[config.mk]
export PLATFORM = sky130hd
export DESIGN_NAME = fir_accum
export DESIGN_NICKNAME = d
export VERILOG_FILES = /design/src/rtl/fir_accum.sv
export SDC_FILE = /design/constraint.sdc
export NUM_CORES = 2
export LEC_CHECK = 0
export ABC_CLOCK_PERIOD_IN_PS = 20100
export CAP_MARGIN = 5
export CORE_ASPECT_RATIO = 1.2
export CORE_MARGIN = 3
export CORE_UTILIZATION = 30
export DETAILED_ROUTE_END_ITERATION = 8
export GPL_TIMING_DRIVEN = 0
export PLACE_DENSITY_LB_ADDON = 0.05
export SLEW_MARGIN = 20
export SYNTH_ARGS = -nofsm -noshare
export SYNTH_HDL_FRONTEND = slang
export SYNTH_SLANG_ARGS = --single-unit
[constraint.sdc]
create_clock -name clk -period 20.1 [get_ports clk]
set_input_delay 4.02 -clock clk [delete_from_list [all_inputs] [get_ports clk]]
set_output_delay 4.02 -clock clk [all_outputs]
set_load 0.02 [all_outputs]
[src/rtl/fir_accum.sv]
`timescale 1ns/1ps
module fir_accum #(
  parameter int DATA_W = 16,
  parameter int OUT_W  = 32,
  parameter int ACC_W  = 48,
  parameter int ADDR_W = 12
) (
  input  logic                     clk,
  input  logic                     rst,
  input  logic                     in_valid,
  input  logic signed [DATA_W-1:0] in_sample,
  output logic                     out_valid,
  output logic signed [OUT_W-1:0]  y_out,
  output logic signed [ACC_W-1:0]  acc_out,
  output logic [ADDR_W-1:0]        wr_addr
);
  localparam int TAPS  = 14;
  localparam int DEPTH = TAPS - 1;
  localparam int WEIGHT [TAPS] = '{472, 34, 348, 181, 295, 361, 430,
                                   260, 179, 151, 81, 68, 78, 302};

  logic signed [DATA_W-1:0] hist [DEPTH];
  logic signed [DATA_W-1:0] taps [TAPS];
  logic signed [OUT_W-1:0]  y_next;

  assign taps[0] = in_sample;
  for (genvar k = 1; k < TAPS; k++) begin : g_tap
    assign taps[k] = hist[k-1];
  end

  always_comb begin
    y_next = '0;
    for (int k = 0; k < TAPS; k++)
      y_next += OUT_W'(taps[k]) * OUT_W'(WEIGHT[k]);
  end

  always_ff @(posedge clk) begin
    if (rst) begin
      for (int k = 0; k < DEPTH; k++) hist[k] <= '0;
    end else if (in_valid) begin
      hist[0] <= in_sample;
      for (int k = 1; k < DEPTH; k++) hist[k] <= hist[k-1];
    end
  end

  always_ff @(posedge clk) begin
    if (rst) begin
      out_valid <= 1'b0;
      y_out     <= '0;
      acc_out   <= '0;
      wr_addr   <= '0;
    end else begin
      out_valid <= in_valid;
      if (in_valid) begin
        y_out   <= y_next;
        acc_out <= acc_out + ACC_W'(y_next);
      end
      if (out_valid) wr_addr <= wr_addr + 1'b1;
    end
  end
endmodule


After elaboration in Yosys (flattened, before gate mapping)
Memory sizes are Yosys's and may differ from the RTL's.
Index checks and enable logic that the tools add are counted.
{ "op_classes": {"add_sub_neg": 15, "multipliers": 14, "mux": 18, "bitwise": 13} }
{ "ops": {"columns": ["cell", "count"], "rows": [
  ["two-way mux 16 bit", 13],
  ["multiplier 16 x 9 -> 25 bit (second input constant)", 5],
  ["adder 32 x 24 -> 32 bit", 3],
  ["multiplier 16 x 8 -> 24 bit (second input constant)", 3],
  ["adder 32 x 25 -> 32 bit", 2],
  ["adder 32 x 26 -> 32 bit", 2],
  ["multiplier 16 x 10 -> 26 bit (second input constant)", 2],
  ["adder 48 x 32 -> 48 bit", 1],
  ["multiplier 16 x 7 -> 23 bit (second input constant)", 2],
  ["multiplier 16 x 6 -> 22 bit (second input constant)", 2],
  ["adder 31 x 26 -> 32 bit", 1],
  ["adder 30 x 26 -> 31 bit", 1],
  ["adder 29 x 26 -> 30 bit", 1],
  ["adder 28 x 25 -> 29 bit", 1],
  ["adder 27 x 26 -> 28 bit", 1],
  ["adder 26 x 23 -> 27 bit", 1],
  ["bitwise OR 1 bit", 13],
  ["adder 12 x 1 -> 12 bit (second input constant)", 1],
  ["two-way mux 1 bit", 5]
]} }
{ "totals": {"reg_bits": 93, "ram_bits": 208, "input_bits": 19, "out_inout_bits": 93, "wordCells": 65, "mem_count": 1} }
{ "memory_table": {"columns": ["memory", "depth", "word_bits", "rd", "rd_ports_with_merged_regs", "wr", "line_no", "text"], "rows": [
  ["hist", 13, 16, 13, 0, 13, "22", "logic signed [DATA_W-1:0] hist [DEPTH];"]
]} }

Logic depth before layout (Yosys ltp)
An unclocked memory read counts as a cell.
{ "depth": {"depth_word": 16, "ltp_mapped": 53} }

Worst setup path before layout
Ideal clock, no wire load.
{ "synth_path": {"path_kind": "input -> register", "from": "input port in_sample[3]", "to": "register acc_out[47]", "setup_time_ns": 0.071, "arrival_time_ns": 16.139, "required_ns": 20.029, "setup_slack_ns": 3.890, "path_stages": 47, "n_path_buf": 0, "path_cell_list": "ha_1 -> fa_1 -> fa_1 -> inv_1 -> fa_1 -> inv_1 -> ha_1 -> a21oi_1 -> o21ai_0 -> a211oi_1 -> o21a_1 -> nor2_1 -> a21oi_1 -> nand2b_1 -> a211o_1 -> fa_1 -> fa_1 -> inv_1 -> (+11 left out) -> and3b_1 -> a221oi_2 -> nand2_1 -> o21a_1 -> o21ai_4 -> o21ai_1 -> a311o_1 -> ha_1 -> a21oi_1 -> o21ai_0 -> a21o_1 -> a21o_1 -> a21oi_1 -> o22ai_1 -> a211oi_1 -> xor2_1 -> or3_1 -> a21oi_1"} }
{ "synth_between": {"elab_chain_cells": 15} }
{ "synth_rtl": {"columns": ["element", "line_no", "text"], "rows": [
  ["from (decl)", "11", "input logic signed [DATA_W-1:0] in_sample,"],
  ["multiplier 16 x 7 -> 23 bit", "34", "y_next += OUT_W'(taps[k]) * OUT_W'(WEIGHT[k]);"],
  ["adder 26 x 23 -> 27 bit", "34", null],
  ["adder 27 x 26 -> 28 bit", "34", null],
  ["adder 28 x 25 -> 29 bit", "34", null],
  ["adder 29 x 26 -> 30 bit", "34", null],
  ["adder 30 x 26 -> 31 bit", "34", null],
  ["adder 31 x 26 -> 32 bit", "34", null],
  ["adder 32 x 26 -> 32 bit", "34", null],
  ["adder 32 x 25 -> 32 bit (2 in series)", "34", null],
  ["adder 32 x 24 -> 32 bit (3 in series)", "34", null],
  ["adder 32 x 26 -> 32 bit", "34", null],
  ["named net y_next[31]", "24", "logic signed [OUT_W-1:0] y_next;"],
  ["adder 48 x 32 -> 48 bit", "56", "acc_out <= acc_out + ACC_W'(y_next);"],
  ["to (signal assigned)", "56", null],
  ["to (decl)", "14", "output logic signed [ACC_W-1:0] acc_out,"]
]} }
The timed path passes the listed nets, and every way through them passes these cells.
A chain may end at the register's enable or synchronous reset.

Final worst setup path
{ "layout_path": {"from": "input port in_sample[0]", "to": "register acc_out[46]"} }
Same word-level chain as after synthesis.

==> flow_results.org <==
** Logic synthesis
- In the synthesized netlist, mux cells make up 0.811% of the area.
- Synthesized-area fraction occupied by ao, oa, aoi and oai cells :: 6.73%
- The synthesized netlist occupies a cell area of 0.0520 mm².
- Most common cell in the synthesized netlist :: inv_1
- Synthesis produced 4,982 cells.
- In this run, distinct cell masters in the synthesized netlist total 70.
- In this run the mean area of a mapped cell was 10.4 µm².
- The number of nets in the synthesized netlist is 6,813.
- Part of the Yosys area used for sequential elements :: 15.6%
- Share of flip-flops with an asynchronous set or reset :: 0%
- The largest total area in the synthesized netlist belongs to fa_1.
- Post-synthesis register bit count :: 301
- In the post-synthesis netlist, the biggest area contributors are fa_1 35%, ha_1 22%, edfxtp_1 12%, inv_1 9.5%, dfxtp_1 3.6%.
- Adder and majority gate portion of the synthesized area :: 56.7%
- Dominant register cell in the synthesized netlist :: edfxtp_1
- Number of flops mapped to enable cells by yosys :: 208
- Commonest cells post-synth :: 1,320 x inv_1, 907 x ha_1, 905 x fa_1
- Top-area cell type share of the netlist area :: 34.9%
- After synthesis, the largest family of logic cells by area is adder cells.
- The synthesized netlist devotes 3.67% of its cell area to XOR and XNOR gates.
- Post-synthesis simple-gate area fraction :: 6.54%
- The Yosys step of the flow raised 0 warnings.

** Clock tree
- The clock reaches the later pin of the worst-skew pair after 670 ps.
- Clock transition at path regs :: 60 ps
- Maximum clock insertion buffer count :: 3
- TritonCTS built the clock tree.
- Gates resized during post-CTS repair numbered 0.
- Post-CTS setup buffers :: 0
- In this run the number of H-tree levels came out at 2.
- Root buf cell :: clkbuf_16
- The clock net in this run drives a total of 301 sinks.
- Post-CTS Hold Fix Bufs :: 0
- TritonCTS buffer count :: 47

** STA
- The number of max-slew violations in the final report was 0.
- After layout, the worst path uses 91.7% of the clock period.
- The number of hold-slack violations in the final timing report came to 0.
- On the final layout, the worst clock skew is 22.3 ps.
- Final Critical Period :: 18,420 ps
- For the pin with the worst max-slew slack, the measured transition is 1180 ps.
- For the final routed database, the setup TNS stands at 0 ps.
- Setup repair after global routing missed its margin :: no
- Endpoints failing setup :: 0
- Derived from the worst setup path, the maximum achievable clock frequency is 54.3 MHz.
- Relative slew slack :: 21.0%

** Placed design
- Input and output buffers added on the ports amount to 109.
- Half-perimeter wire length of the detailed placement result :: 143,000 µm
- Final estimated routing congestion in global placement :: 0.828

** Routing
- Wirelength, routed :: 166,000 µm
- Detailed Route Iter0 Violations :: 1,357
- For this run, design rule violations remaining after detail routing come to 0.
- In the final routed layout, each cell accounts on average for 22.3 µm.
- Post-detailed-route via-to-cell ratio :: 4.47
- Routed vias :: 33,400
- The first TritonRoute pass finished after 7 iterations.
- Once detail routing completed, the nets flagged for antenna violations numbered 0.

** Outcome
- Run status :: finished, final reports clean

** Worst setup path
- STA classifies the critical path startpoint as an input port.
- Highest-delay cell along the critical path :: clkdlybuf4s50_1
- Worst setup path start :: in_sample[0]
- Counting stages on the worst path, the most repeated cell is fa_1.
- Worst-path fanout max :: 18
- Cell class contributing the biggest share of worst-path delay :: adder cells
- At the worst endpoint, the arrival time is 18,930 ps.
- The number of buffers and inverters on the critical path is 7.
- STA puts the critical path data required time at 20,610 ps.
- Delay contributed by the slowest stage of the critical path :: 940 ps
- Category of the most critical setup path :: input port to register
- Nature of the critical path endpoint :: register
- In this run the critical register-to-register path is launched from hist[0][84].

** Run
- Max Cap Violations :: 0

** Final layout
- In the final layout, flip-flops and latches occupy 0.00811 mm².
- Fraction of final layout cells sized beyond drive strength 1 :: 2.14%
- The area growth from synthesis to layout is 10.9%.
- NumNets Final :: 6,975
- Number of fillers in the final layout :: 17,700
- The multi-input combinational cells in the finished layout cover a total of 0.0387 mm².

** Global route
- Via count of the first global-routing pass :: 37,400
- Initial antenna violation count :: 11
- The first global-routing pass estimated 250,000 µm of wire.
- After global routing the overflow that remains totals 0.
- Entering global routing, the biggest net connects 74 pins.
- All-layer global routing usage :: 19.4%

** Worst hold path
- Class of the most critical hold timing path :: register to register
- The startpoint identified for the worst hold timing path is y_out[9].

** Floorplanning
- In this run the standard cell core region covers 0.171 mm².
- In this run the horizontal extent of the chip is 386 µm.
- For this configuration, the core starts out at a cell density of 30.3%.
- The initialized floorplan defines 166 standard-cell rows.
- The die is 462 µm tall.
- The floorplan step defined a die boundary enclosing 0.178 mm².
- In this run the count of I/O pins placed on the die edge is 112.
per-layer routing:
layer / share of wire, % / vias to the layer above / global-route usage, % / wire, µm
met1: 43 / 16900 / 24.5 / 71400
met4: 2.3 / 2 / 4.15 / 3850
met3: 3.0 / 129 / 2.60 / 4950
met5: 0.0078 / - / 0 / 13
met2: 52 / 343 / 35.0 / 86000
li1: - / 16000 / - / -
metrics by stage:
stage / util, % / std cells / area [µm²] / hold WS (ps) / setup WS [ps]
2_1_floorplan: - / 4982 / 52000 / 545 / 3890
3_3_place_gp: 32.6 / 7359 / 55900 / 457 / 410
3_5_place_dp: 32.7 / 7363 / 56000 / 465 / 783
4_1_cts: 33.6 / 7448 / 57600 / 473 / 1480
5_1_grt: 33.6 / 7449 / 57600 / 500 / 954
6_report: 33.6 / 7458 / 57600 / 468 / 1680
area by class of cell:
class	count	share of cell area, %
clock buffers	58	2.16
multi-input cells	3302	67.2
diodes	10	0.0434
inverters	1320	8.61
repair buffers	113	2.06
flip-flops and latches	301	14.1
clock inverters	27	0.567
plain buffers	59	0.397
well taps	2268	4.92
cell usage in the layout, fill, tap and decap left out, types with 5 or more instances in the layout:
master	netlist	routed
xnor2_1	147	147
or3_1	14	14
o31ai_1	10	10
nor2_1	238	238
clkbuf_16	0	47
a21boi_0	20	20
nand4_1	17	17
clkdlybuf4s50_1	0	109
nor2b_1	52	52
a211oi_1	20	20
clkbuf_2	0	5
nand2_1	93	93
xor2_1	71	71
inv_1	1320	1319
edfxtp_1	208	208
nor3_1	33	33
or2_2	15	15
buf_1	7	6
mux2i_1	41	41
dfxtp_1	93	93
a21o_1	70	70
a211o_1	6	6
ha_1	907	907
a22o_1	15	15
o21ai_0	109	109
clkinv_2	0	7
fa_1	905	905
o211ai_1	9	9
o21bai_1	29	29
o21a_1	23	23
diode_2	0	10
a21oi_1	162	162
and2_1	119	119
nand2b_1	21	21
clkbuf_1	52	55
a31oi_1	17	17
and3_1	16	16
nand3_1	45	45
a41oi_1	5	5
worst reg2reg max path, delay by kind of cell, from the launching register on:
kind / cells / cell delay, ps
xor gates and xnor gates: 2 / 350
and+or+nand+nor: 6 / 1160
adders and majority gates: 16 / 7310
DFF: 1 / 580
AOI/OAI and AO/OA: 19 / 4920
buffers and inverters: 9 / 830
state kept, by name, summed over array words and instances (netlist names):
signal and count:
hist 208, wr_addr 12, y_out 32, acc_out 48
out_valid 1
cells by family (layout without fill, tap and decap cells):
logic type | Yosys count | count (layout)
and+or+nand+nor | 686 | 686
muxes | 42 | 42
adders and majority gates | 1812 | 1812
buffers and inverters | 1379 | 1577
other | 0 | 10
DFF | 301 | 301
AOI/OAI and AO/OA | 544 | 544
xor gates and xnor gates | 218 | 218
final timing paths:
kind	slack [ps]	endpoint	depth (start not counted)
setup / recovery	1680	acc_out[46]	50
hold / removal	470	y_out[9]	2
hold reg to reg	470	y_out[9]	2
setup reg to reg	4750	acc_out[46]	52
Power is not shown: default switching activity piles up to over one toggle a cycle in this logic, so the estimate is an artifact.
